File: src/rtl/mdio_gw_pkg.sv
package mdio_gw_pkg;

  localparam int CFG_W = 8;

  localparam logic [5:0] IDX_TA   = 6'd46;
  localparam logic [5:0] IDX_DATA = 6'd48;
  localparam logic [5:0] IDX_LAST = 6'd63;

  localparam logic [1:0] OP_WR = 2'b01;
  localparam logic [1:0] OP_RD = 2'b10;

  typedef struct packed {
    logic        busy;
    logic        lock;
    logic        rsv;
    logic        st;
    logic [1:0]  op;
    logic [4:0]  phy;
    logic [4:0]  regad;
    logic [15:0] data;
  } gw_word_t;

  typedef struct packed {
    logic [5:0]       rsv;
    logic             full;
    logic             mode;
    logic [CFG_W-1:0] out_pt;
    logic [CFG_W-1:0] in_pt;
    logic [CFG_W-1:0] half;
  } cfg_word_t;

  // Second half of the frame (bits 32..63) built from a command word.
  function automatic logic [31:0] frame_tail(input gw_word_t w);
    logic [1:0] ta;
    ta = (w.op == OP_RD) ? 2'b11 : 2'b10;
    return {1'b0, w.st, w.op, w.phy, w.regad, ta, w.data};
  endfunction

  // Wire value of frame bit n: preamble ones, then the tail MSB first.
  function automatic logic frame_bit(input logic [31:0] tail, input logic [5:0] n);
    return n[5] ? tail[~n[4:0]] : 1'b1;
  endfunction

endpackage

File: src/rtl/mdio_gw_regs.sv
module mdio_gw_regs
  import mdio_gw_pkg::*;
#(
  parameter logic [CFG_W-1:0] DEF_HALF = 8'd9,
  parameter logic [CFG_W-1:0] DEF_IN   = 8'd6,
  parameter logic [CFG_W-1:0] DEF_OUT  = 8'd13
) (
  input  logic        clk,
  input  logic        rst_n,
  input  logic        wr,
  input  logic        sel,
  input  logic [31:0] wdata,
  input  logic        done_i,
  input  logic [15:0] cap_i,
  output gw_word_t    gw,
  output cfg_word_t   cfg,
  output logic        start,
  output logic        abort
);

  logic zero_wr, cmd_wr, cmd_open;

  assign zero_wr  = wr && !sel && (wdata == 32'd0);
  assign cmd_wr   = wr && !sel && (wdata != 32'd0);
  assign cmd_open = !gw.busy && !gw.lock;
  assign start    = cmd_wr && cmd_open && wdata[31];
  assign abort    = zero_wr && gw.busy;

  always_ff @(posedge clk or negedge rst_n) begin
    if (!rst_n) begin
      gw  <= '0;
      cfg <= '{rsv: '0, full: 1'b1, mode: 1'b1,
               out_pt: DEF_OUT, in_pt: DEF_IN, half: DEF_HALF};
    end else begin
      if (zero_wr) begin
        gw <= '0;
      end else if (cmd_wr && cmd_open) begin
        gw      <= gw_word_t'(wdata);
        gw.lock <= 1'b0;
        gw.rsv  <= 1'b0;
      end else if (done_i) begin
        gw.busy <= 1'b0;
        gw.lock <= 1'b1;
        if (gw.op == OP_RD) gw.data <= cap_i;
      end
      if (wr && sel && !gw.busy) begin
        cfg     <= cfg_word_t'(wdata);
        cfg.rsv <= '0;
      end
    end
  end

  AST_BUSY_HOLDS: assert property (@(posedge clk) disable iff (!rst_n)
    (gw.busy && !done_i && !zero_wr) |=> gw.busy);
  AST_LOCK_AFTER_DONE: assert property (@(posedge clk) disable iff (!rst_n)
    (done_i && !zero_wr) |=> (gw.lock && !gw.busy));
  AST_LOCK_BLOCKS: assert property (@(posedge clk) disable iff (!rst_n)
    (gw.lock && cmd_wr) |=> !gw.busy);
  AST_CFG_FROZEN: assert property (@(posedge clk) disable iff (!rst_n)
    gw.busy |=> $stable(cfg));

endmodule

File: src/rtl/mdio_mdc_gen.sv
module mdio_mdc_gen #(
  parameter int PW = 8
) (
  input  logic          clk,
  input  logic          rst_n,
  input  logic          run,
  input  logic [PW-1:0] half,
  input  logic [PW-1:0] in_pt,
  input  logic [PW-1:0] out_pt,
  output logic          mdc,
  output logic          out_stb,
  output logic          in_stb,
  output logic          period_end
);

  localparam int CW = PW + 1;

  logic [CW-1:0] cnt;
  logic [CW-1:0] last;

  assign last       = {half, 1'b1};
  assign period_end = run && (cnt == last);
  assign out_stb    = run && (cnt == {1'b0, out_pt});
  assign in_stb     = run && (cnt == {1'b0, in_pt});
  assign mdc        = run && (cnt <= {1'b0, half});

  always_ff @(posedge clk or negedge rst_n) begin
    if (!rst_n)                  cnt <= '0;
    else if (!run || period_end) cnt <= '0;
    else                         cnt <= cnt + 1'b1;
  end

  AST_PERIOD_BOUND: assert property (@(posedge clk) disable iff (!rst_n)
    run |-> (cnt <= last));

endmodule

File: src/rtl/mdio_frame_eng.sv
module mdio_frame_eng
  import mdio_gw_pkg::*;
(
  input  logic        clk,
  input  logic        rst_n,
  input  logic        start,
  input  logic [31:0] tail_in,
  input  logic        rd_in,
  input  logic        abort,
  input  logic        out_stb,
  input  logic        in_stb,
  input  logic        period_end,
  input  logic        mdio_i,
  output logic        active,
  output logic        drv_o,
  output logic        drv_en,
  output logic        done,
  output logic [15:0] cap
);

  logic [5:0]  bitn;
  logic [5:0]  nxt;
  logic [31:0] tail;
  logic        rd;

  assign nxt = bitn + 6'd1;

  always_ff @(posedge clk or negedge rst_n) begin
    if (!rst_n) begin
      active <= 1'b0;
      drv_o  <= 1'b0;
      drv_en <= 1'b0;
      done   <= 1'b0;
      cap    <= '0;
      bitn   <= '0;
      tail   <= '0;
      rd     <= 1'b0;
    end else begin
      done <= 1'b0;
      if (abort) begin
        active <= 1'b0;
        drv_en <= 1'b0;
        drv_o  <= 1'b0;
      end else if (start) begin
        active <= 1'b1;
        bitn   <= '0;
        tail   <= tail_in;
        rd     <= rd_in;
        drv_o  <= 1'b1;
        drv_en <= 1'b1;
      end else if (active) begin
        if (out_stb && bitn != IDX_LAST) begin
          drv_o  <= frame_bit(tail, nxt);
          drv_en <= !(rd && nxt >= IDX_TA);
        end
        if (in_stb && rd && bitn >= IDX_DATA) cap <= {cap[14:0], mdio_i};
        if (period_end) begin
          if (bitn == IDX_LAST) begin
            active <= 1'b0;
            done   <= 1'b1;
            drv_en <= 1'b0;
            drv_o  <= 1'b0;
          end else begin
            bitn <= nxt;
          end
        end
      end
    end
  end

  AST_READ_RELEASE: assert property (@(posedge clk) disable iff (!rst_n)
    (active && rd && bitn >= IDX_TA) |-> !drv_en);
  AST_DONE_FROM_ACTIVE: assert property (@(posedge clk) disable iff (!rst_n)
    done |-> (!active && !drv_en && $past(active)));

endmodule

File: src/rtl/mdio_gw_master.sv
module mdio_gw_master
  import mdio_gw_pkg::*;
#(
  parameter logic [CFG_W-1:0] DEF_HALF = 8'd9,
  parameter logic [CFG_W-1:0] DEF_IN   = 8'd6,
  parameter logic [CFG_W-1:0] DEF_OUT  = 8'd13
) (
  input  logic        clk,
  input  logic        rst_n,
  input  logic        reg_wr,
  input  logic        reg_sel,
  input  logic [31:0] reg_wdata,
  output logic [31:0] reg_rdata,
  output logic        mdc,
  output logic        mdio_o,
  output logic        mdio_oe,
  input  logic        mdio_i
);

  gw_word_t  gw;
  cfg_word_t cfg;
  gw_word_t  new_cmd;
  logic      start, abort, done, active;
  logic      out_stb, in_stb, period_end;
  logic      drv_o, drv_en;
  logic [15:0] cap;

  assign new_cmd = gw_word_t'(reg_wdata);

  mdio_gw_regs #(
    .DEF_HALF(DEF_HALF), .DEF_IN(DEF_IN), .DEF_OUT(DEF_OUT)
  ) u_regs (
    .clk(clk), .rst_n(rst_n), .wr(reg_wr), .sel(reg_sel), .wdata(reg_wdata),
    .done_i(done), .cap_i(cap), .gw(gw), .cfg(cfg), .start(start), .abort(abort)
  );

  mdio_mdc_gen #(.PW(CFG_W)) u_mdc (
    .clk(clk), .rst_n(rst_n), .run(active), .half(cfg.half),
    .in_pt(cfg.in_pt), .out_pt(cfg.out_pt), .mdc(mdc),
    .out_stb(out_stb), .in_stb(in_stb), .period_end(period_end)
  );

  mdio_frame_eng u_frame (
    .clk(clk), .rst_n(rst_n), .start(start), .tail_in(frame_tail(new_cmd)),
    .rd_in(new_cmd.op == OP_RD), .abort(abort), .out_stb(out_stb),
    .in_stb(in_stb), .period_end(period_end), .mdio_i(mdio_i),
    .active(active), .drv_o(drv_o), .drv_en(drv_en), .done(done), .cap(cap)
  );

  assign mdio_o    = drv_o;
  assign mdio_oe   = drv_en && cfg.mode && cfg.full;
  assign reg_rdata = reg_sel ? 32'(cfg) : 32'(gw);

  AST_MDC_ONLY_BUSY: assert property (@(posedge clk) disable iff (!rst_n)
    !gw.busy |-> !mdc);
  AST_OE_ONLY_BUSY: assert property (@(posedge clk) disable iff (!rst_n)
    mdio_oe |-> gw.busy);

endmodule

File: config.mk
export PLATFORM = sky130hd
export DESIGN_NAME = mdio_gw_master
export DESIGN_NICKNAME = d
export VERILOG_FILES = /design/src/rtl/mdio_gw_pkg.sv /design/src/rtl/mdio_gw_regs.sv /design/src/rtl/mdio_mdc_gen.sv /design/src/rtl/mdio_frame_eng.sv /design/src/rtl/mdio_gw_master.sv
export SDC_FILE = /design/constraint.sdc
export NUM_CORES = 1
export LEC_CHECK = 0
export BUFFER_PORTS_ARGS = -buffer_cell sky130_fd_sc_hd__buf_2
export CAP_MARGIN = 20
export CORE_ASPECT_RATIO = 0.8
export CORE_MARGIN = 5
export CORE_UTILIZATION = 55
export CTS_CLUSTER_DIAMETER = 120
export DETAILED_ROUTE_END_ITERATION = 16
export PLACE_DENSITY = 0.76
export SLEW_MARGIN = 20
export SYNTH_ARGS = -nofsm -noshare
export SYNTH_HDL_FRONTEND = slang
export SYNTH_SLANG_ARGS = --single-unit
File: constraint.sdc
create_clock -name clk -period 8.1 [get_ports clk]
set_input_delay 2.025 -clock clk [delete_from_list [all_inputs] [get_ports clk]]
set_output_delay 2.025 -clock clk [all_outputs]
set_load 0.05 [all_outputs]
# [After elaboration in Yosys (flattened, before gate mapping)]
# Index checks and enable logic that the tools add are counted.
[totals] ram_bits=0 reg_bits=125 latchBits=0 output_inout_bits=35 rom_bits=0 memories=0 elab_cells=115 inputBits=37
[op_classes] n_eq_ne=8 reduce_logical=37 shift=0 div_mod_pow=0 bitwise=3 muxes=39 n_addsub=2 order_cmp=4 n_mul=0
[op_table] op="$mux W32" n=2
[op_table] op="$mux W16" n=3
[op_table] op="$logic_not A32 Y1" n=1
[op_table] op="$reduce_bool A32 Y1" n=1
[op_table] op="$mux W1" n=25
[op_table] op="$mux W6" n=4
[op_table] op="$logic_and A1 B1 Y1" n=19
[op_table] op="$eq A9 B8 Y1" n=2
[op_table] op="$mux W14" n=1
[op_table] op="$ge A6 B6 Y1 const B" n=2
[op_table] op="$add A9 B1 Y9 const B" n=1
[op_table] op="$eq A9 B9 Y1" n=1
[op_table] op="$le A9 B8 Y1" n=1
[op_table] op="$mux W9" n=1
[op_table] op="$reduce_bool A3 Y1" n=3
[op_table] op="$reduce_and A4 Y1" n=2
[op_table] op="$add A6 B1 Y6 const B" n=1
[op_table] op="$eq A6 B6 Y1 const B" n=1
[op_table] op="$lt A5 B6 Y1 const B" n=1
[op_table] op="$ne A6 B6 Y1 const B" n=1
[op_table] op="$reduce_bool A2 Y1" n=3
[op_table] op="$bmux W1 S5" n=1
[op_table] op="$logic_not A1 Y1" n=5
[op_table] op="$not A5 Y5" n=1
[op_table] op="other kinds (6)" n=10

# [Logic depth before layout (Yosys ltp)]
# Gate-level depths: netlist of run 1.
[logic_depth] depth_word=11 depth_mapped=9 depth_no_buf=8

# [By module]
# Synthesis of run 1 repeated with hierarchy kept, for this count alone.
[unflattened] cells_unflattened=580 area_unflattened_um2=7093.1
[by_module_without_submodules] mod="mdio_gw_regs" seq_area_each_um2=1437.6 area_each_um2=2819.0 instances=1 cells_per_inst=234
[by_module_without_submodules] mod="mdio_frame_eng" seq_area_each_um2=1476.4 area_each_um2=2725.1 instances=1 cells_per_inst=197
[by_module_without_submodules] mod="mdio_mdc_gen" seq_area_each_um2=225.2 area_each_um2=984.7 instances=1 cells_per_inst=109
[by_module_without_submodules] mod="mdio_gw_master" seq_area_each_um2=0.0 area_each_um2=564.3 instances=1 cells_per_inst=40

# [Worst setup path before layout of run 1]
# No wires, ideal clock.
[synth_timing] path_kind="input to output" startpoint="input port reg_sel" endpoint="output port reg_rdata[27]" required_time_ns=6.075 stages=3 n_path_buf=2 path_slack_ns=2.929 arrival_ns=3.146 path_cell_list="clkbuf_1 clkbuf_1 nor2b_1"
[synth_between] elab_chain_len=1
[synth_lines] element="from (decl)" line="mdio_gw_master.sv:11" source="input logic reg_sel,"
[synth_lines] element="$mux W32" line="mdio_gw_master.sv:52" source="assign reg_rdata = reg_sel ? 32'(cfg) : 32'(gw);"
[synth_lines] element="to (decl)" line="mdio_gw_master.sv:13" source="output logic [31:0] reg_rdata,"
# No other way between the ends.

# [Final worst setup path of run 1]
[layout_timing] startpoint="input port reg_sel" endpoint="output port reg_rdata[6]"
# The elaborated chain is that of the path after synthesis.

==> metrics.txt, run 1 <==
# TYPE chip_impl_metric gauge
chip_impl_metric{name="hpwl",unit="mm"} 11.3
chip_impl_metric{name="post_cts.repair.setup_buffers",unit=""} 0
chip_impl_metric{name="netSwitchingFraction",unit="%"} 25.5
chip_impl_metric{name="finalSetupViolations",unit=""} 0
chip_impl_metric{name="initial_core_util",unit="%"} 56.1
chip_impl_metric{name="totalNegativeSetupSlack",unit="ns"} 0
chip_impl_metric{name="post_cts_hold_buffer_count",unit=""} 0
chip_impl_metric{name="max-cap-violations",unit=""} 0
chip_impl_metric{name="synthArstFlopShare",unit="%"} 100
chip_impl_metric{name="wire_length_of_the_first_global_routing_pass",unit="mm"} 27.2
chip_impl_metric{name="port-buffer-count",unit=""} 70
chip_impl_metric{name="total_number_of_vias",unit=""} 4946
chip_impl_info{name="min_path_type",value="flip-flop to flip-flop"} 1
chip_impl_metric{name="boundaryPins",unit=""} 72
chip_impl_metric{name="reg2regPathDepth",unit=""} 7
chip_impl_metric{name="antenna_left",unit=""} 0
chip_impl_info{name="yosys.area.top_type",value="sky130_fd_sc_hd__dfrtp_1"} 1
chip_impl_metric{name="postSynthNetCount",unit=""} 669
chip_impl_metric{name="slew_headroom",unit="%"} 35.0
chip_impl_metric{name="max_freq",unit="GHz"} 0.187
chip_impl_metric{name="grt_start_max_net_pins",unit=""} 78
chip_impl_metric{name="fillerInstances",unit=""} 865
chip_impl_info{name="status",value="completed"} 1
chip_impl_metric{name="cts_htree_levels",unit=""} 4
chip_impl_metric{name="skew",unit="ns"} 0.0129
chip_impl_metric{name="place_congestion",unit=""} 0.874
chip_impl_metric{name="power_report.internal_total",unit="mW"} 1.14
chip_impl_info{name="min_from",value="u_frame.tail[17]$_DFFE_PN0P_"} 1
chip_impl_info{name="timing_worst_setup_path_type",value="input pin to primary output"} 1
chip_impl_metric{name="netlist_area",unit="mm²"} 0.00646
chip_impl_info{name="r2r_end",value="u_frame.drv_o$_DFFE_PN0P_"} 1
chip_impl_metric{name="postCtsResizedCells",unit=""} 0
chip_impl_metric{name="powerDensity",unit="mW/mm²"} 204
chip_impl_metric{name="yosysTopAreaCellShare",unit="%"} 44.2
chip_impl_metric{name="instances_no_fill",unit=""} 839
chip_impl_info{name="worstReg2RegStart",value="u_frame.bitn[0]$_DFFE_PN0P_"} 1
chip_impl_metric{name="met1Wirelength",unit="mm"} 7.39
chip_impl_metric{name="drt-vias-per-instance",unit=""} 5.90
chip_impl_metric{name="p_comb_share",unit="%"} 8.4
chip_impl_metric{name="routed_wirelength",unit="mm"} 16.3
chip_impl_metric{name="reg2reg_slack",unit="ns"} 4.66
chip_impl_info{name="top_layer_used",value="met4"} 1
chip_impl_metric{name="first_global_vias",unit=""} 5129
chip_impl_metric{name="rows",unit=""} 35
chip_impl_metric{name="die_width",unit="µm"} 131
chip_impl_metric{name="cts_inserted_buffers",unit=""} 17
chip_impl_metric{name="tritoncts_num_sinks",unit=""} 123
chip_impl_metric{name="drt_drc_violations_left",unit=""} 0
chip_impl_metric{name="met3_wirelength",unit="mm"} 1.28
chip_impl_metric{name="clk_latency",unit="ns"} 0.42
chip_impl_metric{name="synth_enable_flop_cells",unit=""} 0
chip_impl_metric{name="place_inst",unit=""} 806
chip_impl_info{name="cts_root_buffer",value="sky130_fd_sc_hd__clkbuf_16"} 1
chip_impl_metric{name="area_growth",unit="%"} 16.0
chip_impl_metric{name="pwr-share-seq",unit="%"} 42.4
chip_impl_metric{name="final_hold_violations",unit=""} 0
chip_impl_metric{name="worstMarginPinSlew",unit="ns"} 0.975
chip_impl_metric{name="syn_inst",unit=""} 621
chip_impl_info{name="cts_tree",value="yes"} 1
chip_impl_info{name="synth-main-ff-cell",value="sky130_fd_sc_hd__dfrtp_1"} 1
chip_impl_metric{name="p_leak",unit="nW"} 3.77
chip_impl_metric{name="grt_ovf",unit=""} 0
chip_impl_metric{name="cts.reportedPaths.clkPinSlew",unit="ns"} 0.05
chip_impl_metric{name="data_arrival_time_at_the_worst_slack_endpoint",unit="ns"} 3.31
chip_impl_metric{name="sequential_to_total_area_share_from_yosys_stat",unit="%"} 47.8
chip_impl_metric{name="cts.path.max_buffers",unit=""} 2
chip_impl_metric{name="diodes",unit=""} 0
chip_impl_metric{name="finalWorstPathRequiredPeriod",unit="ns"} 5.34
chip_impl_info{name="timing.critical_path.from_type",value="input pin"} 1
chip_impl_metric{name="num-nets-final",unit=""} 726
chip_impl_metric{name="vdd_ir_drop_max",unit="mV"} 0.166
chip_impl_metric{name="layout.cell_area.non_filler",unit="mm²"} 0.00749
chip_impl_info{name="crit_path_end_kind",value="primary output"} 1
chip_impl_info{name="rsz0062_at_grt",value="no"} 1
chip_impl_metric{name="gr-usage-all-layers",unit="%"} 24.5
chip_impl_metric{name="final-max-slew-violation-count",unit=""} 0
chip_impl_metric{name="power_frac_clock",unit="%"} 49.2
chip_impl_metric{name="dr.pass1.iters",unit=""} 5
chip_impl_metric{name="die-area",unit="mm²"} 0.0140
chip_impl_metric{name="unique_cell_type_count_in_the_yosys_netlist",unit=""} 51
chip_impl_metric{name="die_span_in_y",unit="µm"} 107
chip_impl_metric{name="met2_length",unit="mm"} 7.22
chip_impl_metric{name="postLayoutCoreUtil",unit="%"} 65.1
chip_impl_metric{name="synthesis.yosys.warnings",unit=""} 0
chip_impl_metric{name="synth.avg_cell_area",unit="µm²"} 10.4
chip_impl_metric{name="synth.ff_latch_count",unit=""} 123
chip_impl_metric{name="worst_hold_path.num_cells",unit=""} 1
chip_impl_metric{name="critical_path.max_fanout",unit=""} 34
chip_impl_metric{name="placed_area",unit="mm²"} 0.00689
chip_impl_metric{name="post_route_cells_drive_above_1_share",unit="%"} 27.5
chip_impl_info{name="synthMostInstantiatedCell",value="sky130_fd_sc_hd__nand2_1"} 1
chip_impl_info{name="synthTopCellsByCount",value="141 x sky130_fd_sc_hd__nand2_1, 114 x sky130_fd_sc_hd__dfrtp_1, 52 x sky130_fd_sc_hd__mux2_2"} 1
chip_impl_metric{name="routed_wire_length_per_instance",unit="µm"} 19.4
chip_impl_metric{name="net-switching-power",unit="mW"} 0.389
chip_impl_metric{name="antenna_found_initial",unit=""} 0
chip_impl_metric{name="worstPathRequired",unit="ns"} 6.08
chip_impl_info{name="holdPathEnd",value="u_frame.tail[17]$_DFFE_PN0P_"} 1
chip_impl_metric{name="detail_route.iter0.violations",unit=""} 369
chip_impl_metric{name="fp.coreArea",unit="mm²"} 0.0115
chip_impl_metric{name="min_period_over_period",unit="%"} 65.9
chip_impl_info{name="synth_area_leaders",value="sky130_fd_sc_hd__dfrtp_1 44%, sky130_fd_sc_hd__mux2_2 9.1%, sky130_fd_sc_hd__nand2_1 8.2%, sky130_fd_sc_hd__dfstp_2 3.7%, sky130_fd_sc_hd__mux2i_1 3.6%"} 1
-- flip-flops by register name, summed over array words and instances, names as in the netlist --
name and count:
u_frame.bitn 6, u_frame.drv_o 1, u_regs.cfg 26, u_frame.tail 31, u_frame.active 1, u_frame.cap 16
u_mdc.cnt 9, u_frame.drv_en 1, u_regs.gw 31, u_frame.done 1
-- power by group through the flow --
stage	Sequential, mW	Combinational (mW)	Clock (mW)
2_1_floorplan	0.644	0.0880	0
3_3_place_gp	0.657	0.124	0
3_5_place_dp	0.658	0.128	0
4_1_cts	0.647	0.129	0.757
5_1_grt	0.649	0.140	0.790
6_report	0.647	0.129	0.750
-- cell type report --
cell class	count	area [µm²]	share of cell area, %
multi-input combinational	443	3160	42.2
sequential	123	3090	41.2
clock buffer	18	439	5.86
timing repair buffer	78	417	5.56
tap	148	185	2.47
clock inverter	14	146	1.95
inverter	15	56.3	0.751
-- worst max-delay path, stage by stage --
cell and delay [ns]:
sky130_fd_sc_hd__buf_2 0.64, sky130_fd_sc_hd__mux2_2 0.43, sky130_fd_sc_hd__buf_2 0.21
-- layer usage --
layer / up-vias / track usage, %
met1: 2424 / 34.3
li1: 2265 / -
met3: 34 / 6.05
met2: 223 / 36.7
met5: - / 0
met4: 0 / 9.87
-- how the worst max path moves through the flow --
stage / start / endpoint / cells after the start
final: reg_sel / reg_rdata[6] / 3
after global routing: reg_sel / reg_rdata[8] / 3
after CTS: reg_sel / reg_rdata[15] / 3
after detailed placement: reg_sel / reg_rdata[15] / 3
after global placement: reg_sel / reg_rdata[15] / 3
after floorplan: reg_sel / reg_rdata[27] / 3
-- kinds of logic after synthesis --
kind of cell             count (synthesis)  synth area share [%]
multiplexers                            98                  17.9
AND/OR/NAND/NOR                        233                  17.0
XOR/XNOR                                35                  4.86
AO/OA/AOI/OAI                           65                  6.55
adder cells (fa/ha/maj)                 11                  2.13
other                                    1                0.0580
flip-flops                             123                  47.8
buffers and inverters                   55                  3.72
-- cell usage in the layout (no fill, tap or decap), drive strengths merged, types with 15 or more instances in the layout --
| master | count |
|---|---|
| xor2 | 20 |
| clkbuf | 18 |
| buf | 78 |
| a21oi | 25 |
| inv | 17 |
| nor2 | 21 |
| o31ai | 17 |
| mux2i | 23 |
| mux2 | 68 |
| xnor2 | 15 |
| dfrtp | 114 |
| nand2 | 141 |
-- stage by stage --
stage                     setup slack (ns)  hold slack (ns)  power, mW
after global placement                2.80            0.456      0.781
final                                 2.76            0.464       1.53
after floorplan                       2.93            0.429      0.732
after CTS                             2.76            0.467       1.53
after detailed placement              2.75            0.454      0.786
after global routing                  2.71            0.484       1.58
Power figures use the tool's default switching activity.
==> run 2, diff against run 1 <==
- ABC_AREA: unset -> 1
- CORE_UTILIZATION: 55 -> 53
- clock period: 8.1 -> 4.41 ns (I/O delays scaled with it)
==> metrics.txt, run 2 <==
# TYPE chip_impl_metric gauge
chip_impl_info{name="critPathTopFamily",value="buffers and inverters"} 1
chip_impl_metric{name="grt_start_max_net_pins",unit=""} 68
chip_impl_metric{name="drt-vias-per-instance",unit=""} 5.49
chip_impl_info{name="status",value="completed"} 1
chip_impl_info{name="cts_root_buffer",value="sky130_fd_sc_hd__clkbuf_16"} 1
chip_impl_metric{name="wire_length_of_the_first_global_routing_pass",unit="mm"} 28.6
chip_impl_metric{name="p_leak",unit="nW"} 3.88
chip_impl_metric{name="port-buffer-count",unit=""} 70
chip_impl_metric{name="gr-usage-all-layers",unit="%"} 25.1
chip_impl_metric{name="first_global_vias",unit=""} 5428
chip_impl_info{name="r2r_end",value="u_frame.cap[10]$_DFFE_PN0P_"} 1
chip_impl_metric{name="sequential_to_total_area_share_from_yosys_stat",unit="%"} 47.4
chip_impl_metric{name="post_cts.repair.setup_buffers",unit=""} 0
chip_impl_metric{name="antenna_left",unit=""} 0
chip_impl_metric{name="reg2reg_slack",unit="ns"} 2.00
chip_impl_metric{name="post_cts_hold_buffer_count",unit=""} 0
chip_impl_metric{name="yosysTopAreaCellShare",unit="%"} 43.8
chip_impl_info{name="synthMostInstantiatedCell",value="sky130_fd_sc_hd__nand2_1"} 1
chip_impl_metric{name="totalNegativeSetupSlack",unit="ns"} 0
chip_impl_metric{name="num-nets-final",unit=""} 968
chip_impl_metric{name="die_span_in_y",unit="µm"} 109
chip_impl_metric{name="skew",unit="ns"} 0.00682
chip_impl_metric{name="cts.path.max_buffers",unit=""} 2
chip_impl_metric{name="cts_htree_levels",unit=""} 4
chip_impl_metric{name="die-area",unit="mm²"} 0.0146
chip_impl_metric{name="critical_path.n_buffers_inverters",unit=""} 2
chip_impl_metric{name="worstPathRequired",unit="ns"} 3.31
chip_impl_metric{name="slew_headroom",unit="%"} 34.0
chip_impl_metric{name="powerDensity",unit="mW/mm²"} 683
chip_impl_metric{name="antenna_found_initial",unit=""} 0
chip_impl_metric{name="place_congestion",unit=""} 0.897
chip_impl_metric{name="layout.cell_area.non_filler",unit="mm²"} 0.00757
chip_impl_metric{name="total_number_of_vias",unit=""} 5955
chip_impl_metric{name="worst_hold_path.num_cells",unit=""} 2
chip_impl_info{name="yosys.area.top_type",value="sky130_fd_sc_hd__dfrtp_1"} 1
chip_impl_info{name="most_frequent_cells_in_the_layout",value="233 x sky130_fd_sc_hd__nand2_1, 114 x sky130_fd_sc_hd__dfrtp_1, 107 x sky130_fd_sc_hd__inv_1"} 1
chip_impl_metric{name="finalWorstPathRequiredPeriod",unit="ns"} 3.62
chip_impl_info{name="rsz0062_at_grt",value="no"} 1
chip_impl_metric{name="placed_area",unit="mm²"} 0.00692
chip_impl_metric{name="fp.coreArea",unit="mm²"} 0.0121
chip_impl_metric{name="rows",unit=""} 36
chip_impl_metric{name="max_freq",unit="GHz"} 0.277
chip_impl_info{name="crit_path_most_repeated_cell",value="sky130_fd_sc_hd__buf_2"} 1
chip_impl_info{name="synth_area_leaders",value="sky130_fd_sc_hd__dfrtp_1 44%, sky130_fd_sc_hd__nand2_1 13%, sky130_fd_sc_hd__o21ai_0 7.9%, sky130_fd_sc_hd__inv_1 6.2%, sky130_fd_sc_hd__nand3_1 5.8%"} 1
chip_impl_info{name="final_common_cell",value="sky130_fd_sc_hd__nand2_1"} 1
chip_impl_info{name="crit_path_end_kind",value="primary output"} 1
chip_impl_metric{name="fillerInstances",unit=""} 1062
chip_impl_info{name="synth-main-ff-cell",value="sky130_fd_sc_hd__dfrtp_1"} 1
chip_impl_info{name="holdPathEnd",value="u_frame.tail[17]$_DFFE_PN0P_"} 1
chip_impl_metric{name="data_arrival_time_at_the_worst_slack_endpoint",unit="ns"} 2.51
chip_impl_metric{name="slowest_delay",unit="ns"} 0.73
chip_impl_metric{name="netlist_area",unit="mm²"} 0.00651
chip_impl_metric{name="postCtsResizedCells",unit=""} 0
chip_impl_metric{name="max-cap-violations",unit=""} 0
chip_impl_metric{name="postSynthNetCount",unit=""} 914
chip_impl_metric{name="routed_wire_length_per_instance",unit="µm"} 16.1
chip_impl_metric{name="dr.pass1.iters",unit=""} 6
chip_impl_info{name="min_path_type",value="flip-flop to flip-flop"} 1
chip_impl_metric{name="routed_wirelength",unit="mm"} 17.5
chip_impl_metric{name="synthesis.yosys.warnings",unit=""} 0
chip_impl_metric{name="diodes",unit=""} 0
chip_impl_metric{name="final-max-slew-violation-count",unit=""} 0
chip_impl_metric{name="placement.setup.worst_slack",unit="ns"} 0.834
chip_impl_info{name="layout_top_registers",value="u_frame.tail (31), u_regs.gw (31), u_regs.cfg (26)"} 1
chip_impl_metric{name="clk_latency",unit="ns"} 0.42
chip_impl_metric{name="detail_route.iter0.violations",unit=""} 592
chip_impl_info{name="cts_tree",value="yes"} 1
chip_impl_metric{name="area_growth",unit="%"} 16.2
chip_impl_metric{name="final_critical_path_setup_slack",unit="ns"} 0.793
chip_impl_metric{name="hpwl",unit="mm"} 12.2
chip_impl_metric{name="initial_core_util",unit="%"} 53.7
chip_impl_metric{name="post_route_cells_drive_above_1_share",unit="%"} 14.1
chip_impl_info{name="timing.critical_path.from_type",value="input pin"} 1
chip_impl_info{name="timing_worst_setup_path_type",value="input pin to primary output"} 1
chip_impl_metric{name="syn_inst",unit=""} 866
chip_impl_metric{name="final_hold_violations",unit=""} 0
chip_impl_metric{name="vdd_ir_drop_max",unit="mV"} 0.359
chip_impl_info{name="min_from",value="u_frame.tail[17]$_DFFE_PN0P_"} 1
chip_impl_metric{name="synth_enable_flop_cells",unit=""} 0
chip_impl_info{name="synthTopCellsByCount",value="233 x sky130_fd_sc_hd__nand2_1, 114 x sky130_fd_sc_hd__dfrtp_1, 107 x sky130_fd_sc_hd__inv_1"} 1
chip_impl_metric{name="boundaryPins",unit=""} 72
chip_impl_metric{name="synthArstFlopShare",unit="%"} 100
chip_impl_info{name="worstPathCellList",value="buf_2, mux2_2, buf_2"} 1
chip_impl_metric{name="finalSetupViolations",unit=""} 0
chip_impl_metric{name="worstMarginPinSlew",unit="ns"} 0.990
chip_impl_metric{name="cts.reportedPaths.clkPinSlew",unit="ns"} 0.06
chip_impl_metric{name="die_width",unit="µm"} 134
chip_impl_metric{name="drt_drc_violations_left",unit=""} 0
chip_impl_metric{name="tritoncts_num_sinks",unit=""} 123
chip_impl_metric{name="min_period_over_period",unit="%"} 82.0
chip_impl_metric{name="cts_inserted_buffers",unit=""} 17
chip_impl_info{name="critical-path-slowest-cell",value="sky130_fd_sc_hd__buf_2"} 1
chip_impl_metric{name="unique_cell_type_count_in_the_yosys_netlist",unit=""} 36
chip_impl_metric{name="critical_path.max_fanout",unit=""} 57
chip_impl_metric{name="synth.ff_latch_count",unit=""} 123
chip_impl_metric{name="synth.avg_cell_area",unit="µm²"} 7.52
chip_impl_info{name="worstReg2RegStart",value="u_regs.gw[31]$_DFFE_PN0P_"} 1
chip_impl_metric{name="grt_ovf",unit=""} 0
chip_impl_metric{name="reg2regPathDepth",unit=""} 8
==> run 2: cell types whose count changed in the layout (fill, tap and decap cells not counted), moves of 22 or more <==
cell and change:
sky130_fd_sc_hd__mux2i_1 -22, sky130_fd_sc_hd__nand3_1 +65, sky130_fd_sc_hd__nor2_1 +48, sky130_fd_sc_hd__o21ai_0 +100, sky130_fd_sc_hd__mux2_2 -49, sky130_fd_sc_hd__inv_1 +92
sky130_fd_sc_hd__nand2_1 +92
==> run 2: routing by layer <==
layer / up-vias / GRT usage, % / routed length [µm]
met5: - / 0 / 0
met4: 0 / 8.00 / 290
met3: 27 / 6.73 / 1600
met2: 265 / 38.3 / 7870
met1: 2764 / 35.1 / 7740
li1: 2899 / - / -
==> run 2: kinds of logic after synthesis <==
group / Yosys count / share of synthesized area [%]
AO/OA/AOI/OAI: 146 / 11.5
XOR/XNOR: 8 / 1.08
adder cells (fa/ha/maj): 11 / 2.11
buffers and inverters: 151 / 9.26
flip-flops: 123 / 47.4
multiplexers: 4 / 0.672
other: 1 / 0.0576
AND/OR/NAND/NOR: 422 / 27.9
==> run 2: how the worst max path moves through the flow <==
stage	from	end	slack, ns	cells past startpoint
3_3_place_gp	reg_sel	reg_rdata[12]	0.86	4
2_1_floorplan	reg_sel	reg_rdata[24]	0.74	3
5_1_grt	reg_sel	reg_rdata[9]	0.69	4
6_report	reg_sel	reg_rdata[10]	0.79	3
4_1_cts	reg_sel	reg_rdata[10]	0.83	3
3_5_place_dp	reg_sel	reg_rdata[10]	0.83	3
==> run 2: where the power goes <==
part	leakage (nW)	internal, mW	total [mW]	switching [mW]
Combinational	2.03	0.564	1.77	1.21
Clock	0.298	1.00	1.53	0.525
Sequential	1.55	1.53	1.87	0.341
Total	3.88	3.10	5.17	2.08
==> run 2: per-stage QoR <==
| step | power [mW] | instances | util, % | hold WS (ns) |
|---|---|---|---|---|
| final | 5.17 | 1085 | 62.5 | 0.453 |
| after global routing | 5.50 | 1085 | 62.5 | 0.491 |
| after CTS | 5.17 | 1085 | 62.5 | 0.457 |
| after detailed placement | 3.62 | 1053 | 57.1 | 0.441 |
| after floorplan | 3.15 | 866 | - | 0.422 |
| after global placement | 3.58 | 1053 | 57.1 | 0.438 |
==> run 2: worst register-to-register path, delay by kind of cell (launching register included) <==
family        cells  cell delay (ns)
flops             1             0.45
simple gates      6             1.42
buf+inv           2             0.48
==> run 2: area by class of cell <==
| type | instances | area [µm²] | area share (%) |
|---|---|---|---|
| clock buffers | 17 | 425 | 5.62 |
| clock inverters | 15 | 223 | 2.94 |
| inverters | 111 | 417 | 5.51 |
| multi-input cells | 592 | 2820 | 37.3 |
| flip-flops and latches | 123 | 3090 | 40.8 |
| well taps | 152 | 190 | 2.51 |
| repair buffers | 75 | 403 | 5.32 |
